==> config.mk <==
export PLATFORM = sky130hd
export DESIGN_NAME = txbuf_unpack
export DESIGN_NICKNAME = d
export VERILOG_FILES = /design/src/rtl/txbuf_unpack_pkg.sv /design/src/rtl/txbuf_unpack_dp.sv /design/src/rtl/txbuf_unpack_ctrl.sv /design/src/rtl/txbuf_unpack.sv
export SDC_FILE = /design/constraint.sdc
export NUM_CORES = 1
export LEC_CHECK = 0
export ABC_CLOCK_PERIOD_IN_PS = 8600
export BUFFER_PORTS_ARGS = -buffer_cell sky130_fd_sc_hd__buf_2
export CAP_MARGIN = 20
export CELL_PAD_IN_SITES_DETAIL_PLACEMENT = 1
export CELL_PAD_IN_SITES_GLOBAL_PLACEMENT = 1
export CORE_ASPECT_RATIO = 0.7
export CORE_UTILIZATION = 51
export CTS_BUF_LIST = sky130_fd_sc_hd__clkbuf_4 sky130_fd_sc_hd__clkbuf_8
export CTS_CLUSTER_SIZE = 40
export DETAILED_ROUTE_END_ITERATION = 10
export PLACE_DENSITY = 0.87
export SLEW_MARGIN = 20
export SYNTH_ARGS = -nofsm -noshare
export SYNTH_HDL_FRONTEND = slang
export SYNTH_HIERARCHICAL = 1
export SYNTH_SLANG_ARGS = --single-unit
==> constraint.sdc <==
create_clock -name clk -period 8.6 [get_ports clk]
set_input_delay 1.72 -clock clk [delete_from_list [all_inputs] [get_ports clk]]
set_output_delay 1.72 -clock clk [all_outputs]
set_load 0.01 [all_outputs]
==> src/rtl/txbuf_unpack_pkg.sv <==
package txbuf_unpack_pkg;

  // Strobes sent from the control to the datapath each cycle.
  typedef struct packed {
    logic loadBase;   // latch base address, clear offset and pointers
    logic issueRead;  // a word read goes out this cycle
    logic pushWord;   // memData holds a returned word this cycle
    logic popWord;    // head word fully consumed
    logic oddByte;    // select second byte of the head word
  } unpkStrobe_t;

endpackage

==> src/rtl/txbuf_unpack_dp.sv <==
module txbuf_unpack_dp
  import txbuf_unpack_pkg::*;
#(
  parameter int ADDR_W = 16,
  parameter int DEPTH  = 2
) (
  input  logic              clk,
  input  logic              rstN,
  input  unpkStrobe_t       strb,
  input  logic [ADDR_W-1:0] baseAddr,
  input  logic              swapBytes,
  input  logic [15:0]       memData,
  output logic [ADDR_W-1:0] memAddr,
  output logic [7:0]        outData
);

  localparam int PW = (DEPTH > 1) ? $clog2(DEPTH) : 1;
  localparam logic [PW-1:0] PTR_MAX = PW'(DEPTH - 1);

  logic [ADDR_W-1:0] baseQ;
  logic [ADDR_W-1:0] offQ;
  logic [PW-1:0]     wrPtr;
  logic [PW-1:0]     rdPtr;
  logic [15:0]       wordStore [DEPTH];
  logic [15:0]       headWord;
  logic [7:0]        firstByte;
  logic [7:0]        secondByte;

  // Address generation: base plus running word offset.
  always_ff @(posedge clk or negedge rstN) begin
    if (!rstN) begin
      baseQ <= '0;
      offQ  <= '0;
    end else if (strb.loadBase) begin
      baseQ <= baseAddr;
      offQ  <= '0;
    end else if (strb.issueRead) begin
      offQ  <= offQ + 1'b1;
    end
  end

  assign memAddr = baseQ + offQ;

  // Prefetch store pointers.
  always_ff @(posedge clk or negedge rstN) begin
    if (!rstN) begin
      wrPtr <= '0;
      rdPtr <= '0;
    end else if (strb.loadBase) begin
      wrPtr <= '0;
      rdPtr <= '0;
    end else begin
      if (strb.pushWord) wrPtr <= (wrPtr == PTR_MAX) ? '0 : wrPtr + 1'b1;
      if (strb.popWord)  rdPtr <= (rdPtr == PTR_MAX) ? '0 : rdPtr + 1'b1;
    end
  end

  always_ff @(posedge clk) begin
    if (strb.pushWord) wordStore[wrPtr] <= memData;
  end

  assign headWord = wordStore[rdPtr];

  // Byte order within a word, selected statically.
  generate
    if (1) begin : g_order
      always_comb begin
        if (swapBytes) begin
          firstByte  = headWord[15:8];
          secondByte = headWord[7:0];
        end else begin
          firstByte  = headWord[7:0];
          secondByte = headWord[15:8];
        end
      end
    end
  endgenerate

  assign outData = strb.oddByte ? secondByte : firstByte;

endmodule

==> src/rtl/txbuf_unpack_ctrl.sv <==
module txbuf_unpack_ctrl
  import txbuf_unpack_pkg::*;
#(
  parameter int MAX_WORDS = 2048,
  parameter int DEPTH     = 2,
  parameter int CNT_W     = 13
) (
  input  logic             clk,
  input  logic             rstN,
  input  logic             start,
  input  logic [CNT_W-1:0] byteCount,
  input  logic             outReady,
  output unpkStrobe_t      strb,
  output logic             outValid,
  output logic             outLast,
  output logic             done,
  output logic             lengthErr,
  output logic             underrun,
  output logic             busy
);

  localparam int MAX_BYTES = 2 * MAX_WORDS;
  localparam int WC_W      = $clog2(MAX_WORDS + 1);
  localparam int OCC_W     = $clog2(DEPTH + 1);

  logic             active;
  logic             rdPend;
  logic [OCC_W-1:0] occ;
  logic [CNT_W-1:0] byteIdx;
  logic [CNT_W-1:0] totalBytes;
  logic [WC_W-1:0]  wordsLeft;
  logic             doneQ;
  logic             errQ;
  logic             underQ;

  logic startOk, lenZero, lenBad, launch;
  logic room, issue, fire, lastB, pop;
  logic [CNT_W:0]   wordsNeed;

  assign startOk   = start && !active;
  assign lenZero   = (byteCount == '0);
  assign lenBad    = (byteCount > CNT_W'(MAX_BYTES));
  assign launch    = startOk && !lenZero && !lenBad;
  assign wordsNeed = ({1'b0, byteCount} + 1'b1) >> 1;

  assign room  = ((OCC_W+1)'(occ) + (OCC_W+1)'(rdPend)) < (OCC_W+1)'(DEPTH);
  assign issue = active && (wordsLeft != '0) && room;

  assign outValid = active && (occ != '0);
  assign lastB    = (byteIdx == totalBytes - 1'b1);
  assign outLast  = outValid && lastB;
  assign fire     = outValid && outReady;
  assign pop      = fire && (byteIdx[0] || lastB);

  always_comb begin
    strb           = '0;
    strb.loadBase  = launch;
    strb.issueRead = issue;
    strb.pushWord  = rdPend;
    strb.popWord   = pop;
    strb.oddByte   = byteIdx[0];
  end

  always_ff @(posedge clk or negedge rstN) begin
    if (!rstN) begin
      active     <= 1'b0;
      rdPend     <= 1'b0;
      occ        <= '0;
      byteIdx    <= '0;
      totalBytes <= '0;
      wordsLeft  <= '0;
      doneQ      <= 1'b0;
      errQ       <= 1'b0;
      underQ     <= 1'b0;
    end else begin
      doneQ  <= (startOk && lenZero) || (fire && lastB);
      errQ   <= startOk && lenBad;
      rdPend <= issue;
      if (launch) begin
        active     <= 1'b1;
        occ        <= '0;
        byteIdx    <= '0;
        totalBytes <= byteCount;
        wordsLeft  <= WC_W'(wordsNeed);
        underQ     <= 1'b0;
      end else begin
        occ <= occ + OCC_W'(rdPend) - OCC_W'(pop);
        if (issue) wordsLeft <= wordsLeft - 1'b1;
        if (fire) begin
          byteIdx <= byteIdx + 1'b1;
          if (lastB) active <= 1'b0;
        end
        if (active && (byteIdx != '0) && outReady && !outValid) underQ <= 1'b1;
      end
    end
  end

  assign done      = doneQ;
  assign lengthErr = errQ;
  assign underrun  = underQ;
  assign busy      = active;


  fifo_bound_chk: assert property (@(posedge clk) disable iff (!rstN)
    (OCC_W+1)'(occ) + (OCC_W+1)'(rdPend) <= (OCC_W+1)'(DEPTH));


  done_pulse_chk: assert property (@(posedge clk) disable iff (!rstN)
    done |=> !done || $past(startOk && lenZero));


  last_done_chk: assert property (@(posedge clk) disable iff (!rstN)
    (fire && outLast) |=> done && !busy);


  zero_done_chk: assert property (@(posedge clk) disable iff (!rstN)
    (start && !busy && byteCount == '0) |=> done && !busy && !strb.issueRead);


  len_err_chk: assert property (@(posedge clk) disable iff (!rstN)
    (start && !busy && byteCount > CNT_W'(MAX_BYTES)) |=> lengthErr && !busy && !done);


  hold_valid_chk: assert property (@(posedge clk) disable iff (!rstN)
    (outValid && !outReady) |=> outValid && $stable(outLast));

endmodule

==> src/rtl/txbuf_unpack.sv <==
module txbuf_unpack
  import txbuf_unpack_pkg::*;
#(
  parameter int ADDR_W         = 16,
  parameter int MAX_WORDS      = 2048,
  parameter int PREFETCH_WORDS = 2,
  localparam int CNT_W         = $clog2(2 * MAX_WORDS + 1)
) (
  input  logic              clk,
  input  logic              rstN,
  input  logic              start,
  input  logic [ADDR_W-1:0] baseAddr,
  input  logic [CNT_W-1:0]  byteCount,
  input  logic              swapBytes,
  output logic              memReq,
  output logic [ADDR_W-1:0] memAddr,
  input  logic [15:0]       memData,
  output logic              outValid,
  input  logic              outReady,
  output logic [7:0]        outData,
  output logic              outLast,
  output logic              done,
  output logic              lengthErr,
  output logic              underrun,
  output logic              busy
);

  unpkStrobe_t strb;

  txbuf_unpack_ctrl #(
    .MAX_WORDS (MAX_WORDS),
    .DEPTH     (PREFETCH_WORDS),
    .CNT_W     (CNT_W)
  ) u_ctrl (
    .clk       (clk),
    .rstN      (rstN),
    .start     (start),
    .byteCount (byteCount),
    .outReady  (outReady),
    .strb      (strb),
    .outValid  (outValid),
    .outLast   (outLast),
    .done      (done),
    .lengthErr (lengthErr),
    .underrun  (underrun),
    .busy      (busy)
  );

  txbuf_unpack_dp #(
    .ADDR_W (ADDR_W),
    .DEPTH  (PREFETCH_WORDS)
  ) u_dp (
    .clk       (clk),
    .rstN      (rstN),
    .strb      (strb),
    .baseAddr  (baseAddr),
    .swapBytes (swapBytes),
    .memData   (memData),
    .memAddr   (memAddr),
    .outData   (outData)
  );

  assign memReq = strb.issueRead;


  hold_data_chk: assert property (@(posedge clk) disable iff (!rstN)
    (outValid && !outReady) |=> $stable(outData));

endmodule

==> results.rst <==
.. list-table::
   :header-rows: 1

   * - Metric
     - Value
   * - Switch Pwr
     - 0.00106 W
   * - Outcome
     - completed
   * - Floorplan row count
     - 33
   * - RSZ-0062 raised after global routing
     - no
   * - Initial core utilization
     - 0.527
   * - Clock slew seen by the registers of the worst setup and hold paths
     - 0.11 ns
   * - Number of standard cells after synthesis
     - 563
   * - Detailed router's first-iteration violation count
     - 285
   * - Fraction of the cycle the final worst path needs
     - 0.582
   * - Min Tclk post-route
     - 5.00 ns
   * - Most used routing layer in global routing
     - met2
   * - Post-synthesis cell area
     - 6200 µm²
   * - H-tree lvl count
     - 3
   * - Post-synth ARST share
     - 0.712
   * - EDFF count, synth
     - 32
   * - CTS tree
     - built
   * - Worst clock skew
     - 0.00915 ns
   * - DP Wirelength
     - 12,500 µm
   * - Area share of xor/xnor cells in the synthesized design
     - 0.112
   * - Share of synthesized cell area in and, or, nand and nor gates
     - 0.149
   * - Wire length of the first global-routing pass
     - 26,400 µm
   * - Seq/Total Area, Yosys
     - 0.474
   * - Final hold violation count
     - 0
   * - Via count
     - 4,756
   * - Net Count, Synth
     - 638
   * - Total global-route track usage
     - 0.279
   * - Fraction of power consumed by combinational cells
     - 0.483
   * - Per-cell via count in the routed design
     - 5.97
   * - Largest area contributor in the netlist
     - sky130_fd_sc_hd__dfrtp_1
   * - Flop and latch count out of synthesis
     - 111
   * - Grt total ovfl
     - 0
   * - Met1 layer usage reported by global route
     - 0.381
   * - Share of synthesized area spent on multiplexers
     - 0.0844
   * - Main combinational cell family by area after synthesis
     - simple AND/OR/NAND/NOR gates
   * - Worst min-delay path class
     - flop to flop
   * - Most used DFF post-synth
     - sky130_fd_sc_hd__dfrtp_1
   * - Clock power share
     - 0.126
   * - Pin slew with the least headroom to its limit
     - 1.02 ns
   * - Top cells by area, synth
     - sky130_fd_sc_hd__dfrtp_1, sky130_fd_sc_hd__edfxtp_1, sky130_fd_sc_hd__xnor2_1
   * - Cell internal power dissipation
     - 0.00138 W
   * - Normalized max-slew margin
     - 0.312
   * - Post-CTS setup buffers
     - 0
   * - Largest fanout on the critical path
     - 8
   * - Cell depth of the worst min-delay path
     - 1
   * - Number of global-route vias before repair
     - 4,924
   * - Clock tree root buffer cell
     - sky130_fd_sc_hd__clkbuf_8
   * - Clock insertion delay at the later pin of the skew report
     - 0.39 ns
   * - Core Region
     - 11,800 µm²
   * - Endpoint kind of the worst setup timing path
     - primary output
   * - TritonCTS buffer count
     - 9
   * - Worst Setup Start Kind
     - flop
   * - Worst hold margin
     - 0.525 ns
   * - Layout overhead on the synthesized area
     - 11.4%
   * - Average wire per standard cell
     - 20.7 µm
   * - Number of buffers added to fix hold violations after cts
     - 0
   * - Post-CTS sizing
     - 0
   * - Wire length after detailed routing
     - 16,500 µm
   * - Switch share
     - 0.433
   * - I/O Pins
     - 81
   * - Sinks on the clock net
     - 111
   * - Final TNS setup
     - 0 ns
   * - Weighted congestion at the end of routability-driven global placement
     - 0.908
   * - Layout net count
     - 710
   * - Longest Clk Path Bufs
     - 2
   * - Diodes inserted
     - 0
   * - Antenna violations before repair
     - 0
   * - Worst Setup Path Type
     - flop to primary output
   * - Share of the synthesized area in compound gates (AO/OA/AOI/OAI)
     - 0.0981
   * - Placement Cell Area
     - 6720 µm²
   * - Worst EP required
     - 6.88 ns
   * - Synthesized area per cell
     - 11.0 µm²
   * - Warnings from Yosys
     - 6
   * - Number of max-slew violations in the final report
     - 0
   * - Chip Width
     - 134 µm
   * - Worst-case vdd ir drop
     - 0.000255 V
   * - Crit path arrival time
     - 3.28 ns
   * - Die Footprint
     - 12,600 µm²
   * - Fraction of layout cells with a size suffix above 1
     - 0.222
   * - Post-synth top area share
     - 0.319
   * - Power density normalized to cell area
     - 353 nW/µm²
   * - Adder-cell share of the synthesized area
     - 0.0517
   * - Share of total power in sequential cells
     - 0.391
   * - Pin count of the biggest net entering global routing
     - 80
   * - Number of I/O port buffers
     - 80
   * - Pleak
     - 2.94 nW
   * - Setup Viol. Count Final
     - 0
   * - Distinct cell type count after synthesis
     - 69
   * - Post-layout total power
     - 0.00244 W
   * - Fill cell instance count of the final layout
     - 1,323
   * - Met3 capacity usage during global routing
     - 0.0631
   * - Number of cells traversed by the worst register-to-register path
     - 14
   * - Chip height
     - 94.2 µm
   * - Max-Cap Viols
     - 0
   * - DRC violation count after routing
     - 0
   * - Number of detailed-routing iterations run before antenna repair
     - 5
   * - Post-detailed-route count of antenna-violating nets
     - 0
   * - Final standard cell area without fillers
     - 6910 µm²
   * - Met2 Track Usage GR
     - 0.448
   * - Max Clock Freq
     - 200 MHz
[synthesized netlist by cell type (3+ instances only)]
master	n
sky130_fd_sc_hd__nand2b_1	4
sky130_fd_sc_hd__buf_2	6
sky130_fd_sc_hd__mux2_2	16
sky130_fd_sc_hd__a221oi_1	4
sky130_fd_sc_hd__nor3b_1	3
sky130_fd_sc_hd__ha_1	24
sky130_fd_sc_hd__and3_1	12
sky130_fd_sc_hd__mux2i_1	5
sky130_fd_sc_hd__nand3_1	18
sky130_fd_sc_hd__a21o_1	5
sky130_fd_sc_hd__xor2_1	36
sky130_fd_sc_hd__or2_2	3
sky130_fd_sc_hd__nor3_1	8
sky130_fd_sc_hd__mux4_2	8
sky130_fd_sc_hd__o21ai_1	11
sky130_fd_sc_hd__and2_1	3
sky130_fd_sc_hd__dfrtp_1	79
sky130_fd_sc_hd__xnor2_1	43
sky130_fd_sc_hd__o21ai_0	7
sky130_fd_sc_hd__nor4b_1	3
sky130_fd_sc_hd__o211ai_1	4
sky130_fd_sc_hd__nor4_1	10
sky130_fd_sc_hd__nor2_1	52
sky130_fd_sc_hd__nand4_1	13
sky130_fd_sc_hd__buf_4	6
sky130_fd_sc_hd__nand2_1	38
sky130_fd_sc_hd__a21oi_1	14
sky130_fd_sc_hd__a31oi_1	6
sky130_fd_sc_hd__clkbuf_1	9
sky130_fd_sc_hd__mux2_1	10
sky130_fd_sc_hd__edfxtp_1	32
sky130_fd_sc_hd__inv_1	19
sky130_fd_sc_hd__or3_1	4
[through the flow]
step / std cells / util / setup slack (ns)
after floorplan: 563 / - / 4.30
after global placement: 781 / 0.571 / 3.97
after detailed placement: 781 / 0.571 / 3.83
after CTS: 797 / 0.587 / 3.63
after global routing: 797 / 0.587 / 3.39
final: 797 / 0.587 / 3.60
[cell usage in the layout, fill, tap and decap left out, types with 16 or more instances in the layout]
| cell | n |
|---|---|
| sky130_fd_sc_hd__inv_1 | 19 |
| sky130_fd_sc_hd__ha_1 | 24 |
| sky130_fd_sc_hd__edfxtp_1 | 32 |
| sky130_fd_sc_hd__nand2_1 | 38 |
| sky130_fd_sc_hd__nand3_1 | 18 |
| sky130_fd_sc_hd__dfrtp_1 | 79 |
| sky130_fd_sc_hd__mux2_2 | 16 |
| sky130_fd_sc_hd__xor2_1 | 36 |
| sky130_fd_sc_hd__xnor2_1 | 43 |
| sky130_fd_sc_hd__buf_2 | 79 |
| sky130_fd_sc_hd__nor2_1 | 52 |
[sequential cells by signal, indices dropped and copies added, names as in the netlist]
signal             count
u_dp/wrPtr             1
u_ctrl/wordsLeft      12
u_dp/baseQ            16
u_dp/offQ             16
u_dp/wordStore        32
u_ctrl/byteIdx        13
u_ctrl/underrun        1
u_ctrl/occ             2
u_ctrl/totalBytes     13
u_dp/rdPtr             1
u_ctrl/done            1
u_ctrl/lengthErr       1
u_ctrl/rdPend          1
u_ctrl/busy            1
[routing by layer]
metal / part of all wire / up-vias
li1: - / 2170
met1: 0.47 / 2420
met2: 0.46 / 144
met3: 0.055 / 22
met4: 0.016 / 0
met5: 0 / -
[logic make-up (layout without fill, tap and decap cells)]
| group | after synthesis | after routing |
|---|---|---|
| multiplexers | 39 | 39 |
| buffers and inverters | 43 | 120 |
| XOR/XNOR | 79 | 79 |
| flip-flops | 111 | 111 |
| adder cells (fa/ha/maj) | 25 | 25 |
| AO/OA/AOI/OAI | 83 | 83 |
| AND/OR/NAND/NOR | 183 | 183 |
[area by class of cell]
class	count	area, µm²	area share
multi-input cells	409	3070	0.445
flip-flops and latches	111	2940	0.425
repair buffers	84	437	0.0632
well taps	157	196	0.0284
clock buffers	10	131	0.0190
inverters	20	75.1	0.0109
clock inverters	6	55.1	0.00797
[critical path, stage by stage, from the launching register on]
cell	delay (ns)
sky130_fd_sc_hd__dfrtp_1	0.45
sky130_fd_sc_hd__inv_1	0.11
sky130_fd_sc_hd__ha_1	0.28
sky130_fd_sc_hd__nor3b_1	0.75
sky130_fd_sc_hd__o211ai_1	0.19
sky130_fd_sc_hd__a211o_1	0.33
sky130_fd_sc_hd__a2111oi_4	0.38
sky130_fd_sc_hd__nand4_1	0.21
sky130_fd_sc_hd__inv_1	0.09
sky130_fd_sc_hd__buf_2	0.12
[path summary, 6_finish.rpt]
| check | start | to | slack (ns) |
|---|---|---|---|
| min in group asynchronous | rstN | u_dp/baseQ[8]$_DFFE_PN0P_ | 1.34 |
| worst max register to register | u_ctrl/totalBytes[0]$_DFFE_PN0P_ | u_ctrl/occ[1]$_DFF_PN0_ | 4.60 |
| max in group asynchronous | rstN | u_dp/baseQ[15]$_DFFE_PN0P_ | 6.73 |
| worst max-delay path | u_ctrl/totalBytes[0]$_DFFE_PN0P_ | outLast | 3.60 |
| worst min-delay path | u_ctrl/totalBytes[12]$_DFFE_PN0P_ | u_ctrl/totalBytes[12]$_DFFE_PN0P_ | 0.52 |
| worst min register to register | u_ctrl/totalBytes[12]$_DFFE_PN0P_ | u_ctrl/totalBytes[12]$_DFFE_PN0P_ | 0.52 |
[power by group through the flow]
stage          sequential, W  combinational [W]  clock, W
6_report            0.000954            0.00118  0.000308
5_1_grt             0.000981            0.00129  0.000332
4_1_cts             0.000951            0.00118  0.000317
3_5_place_dp        0.000960            0.00117         0
3_3_place_gp        0.000938            0.00109         0
2_1_floorplan       0.000879           0.000849         0
Power figures use the tool's default switching activity.
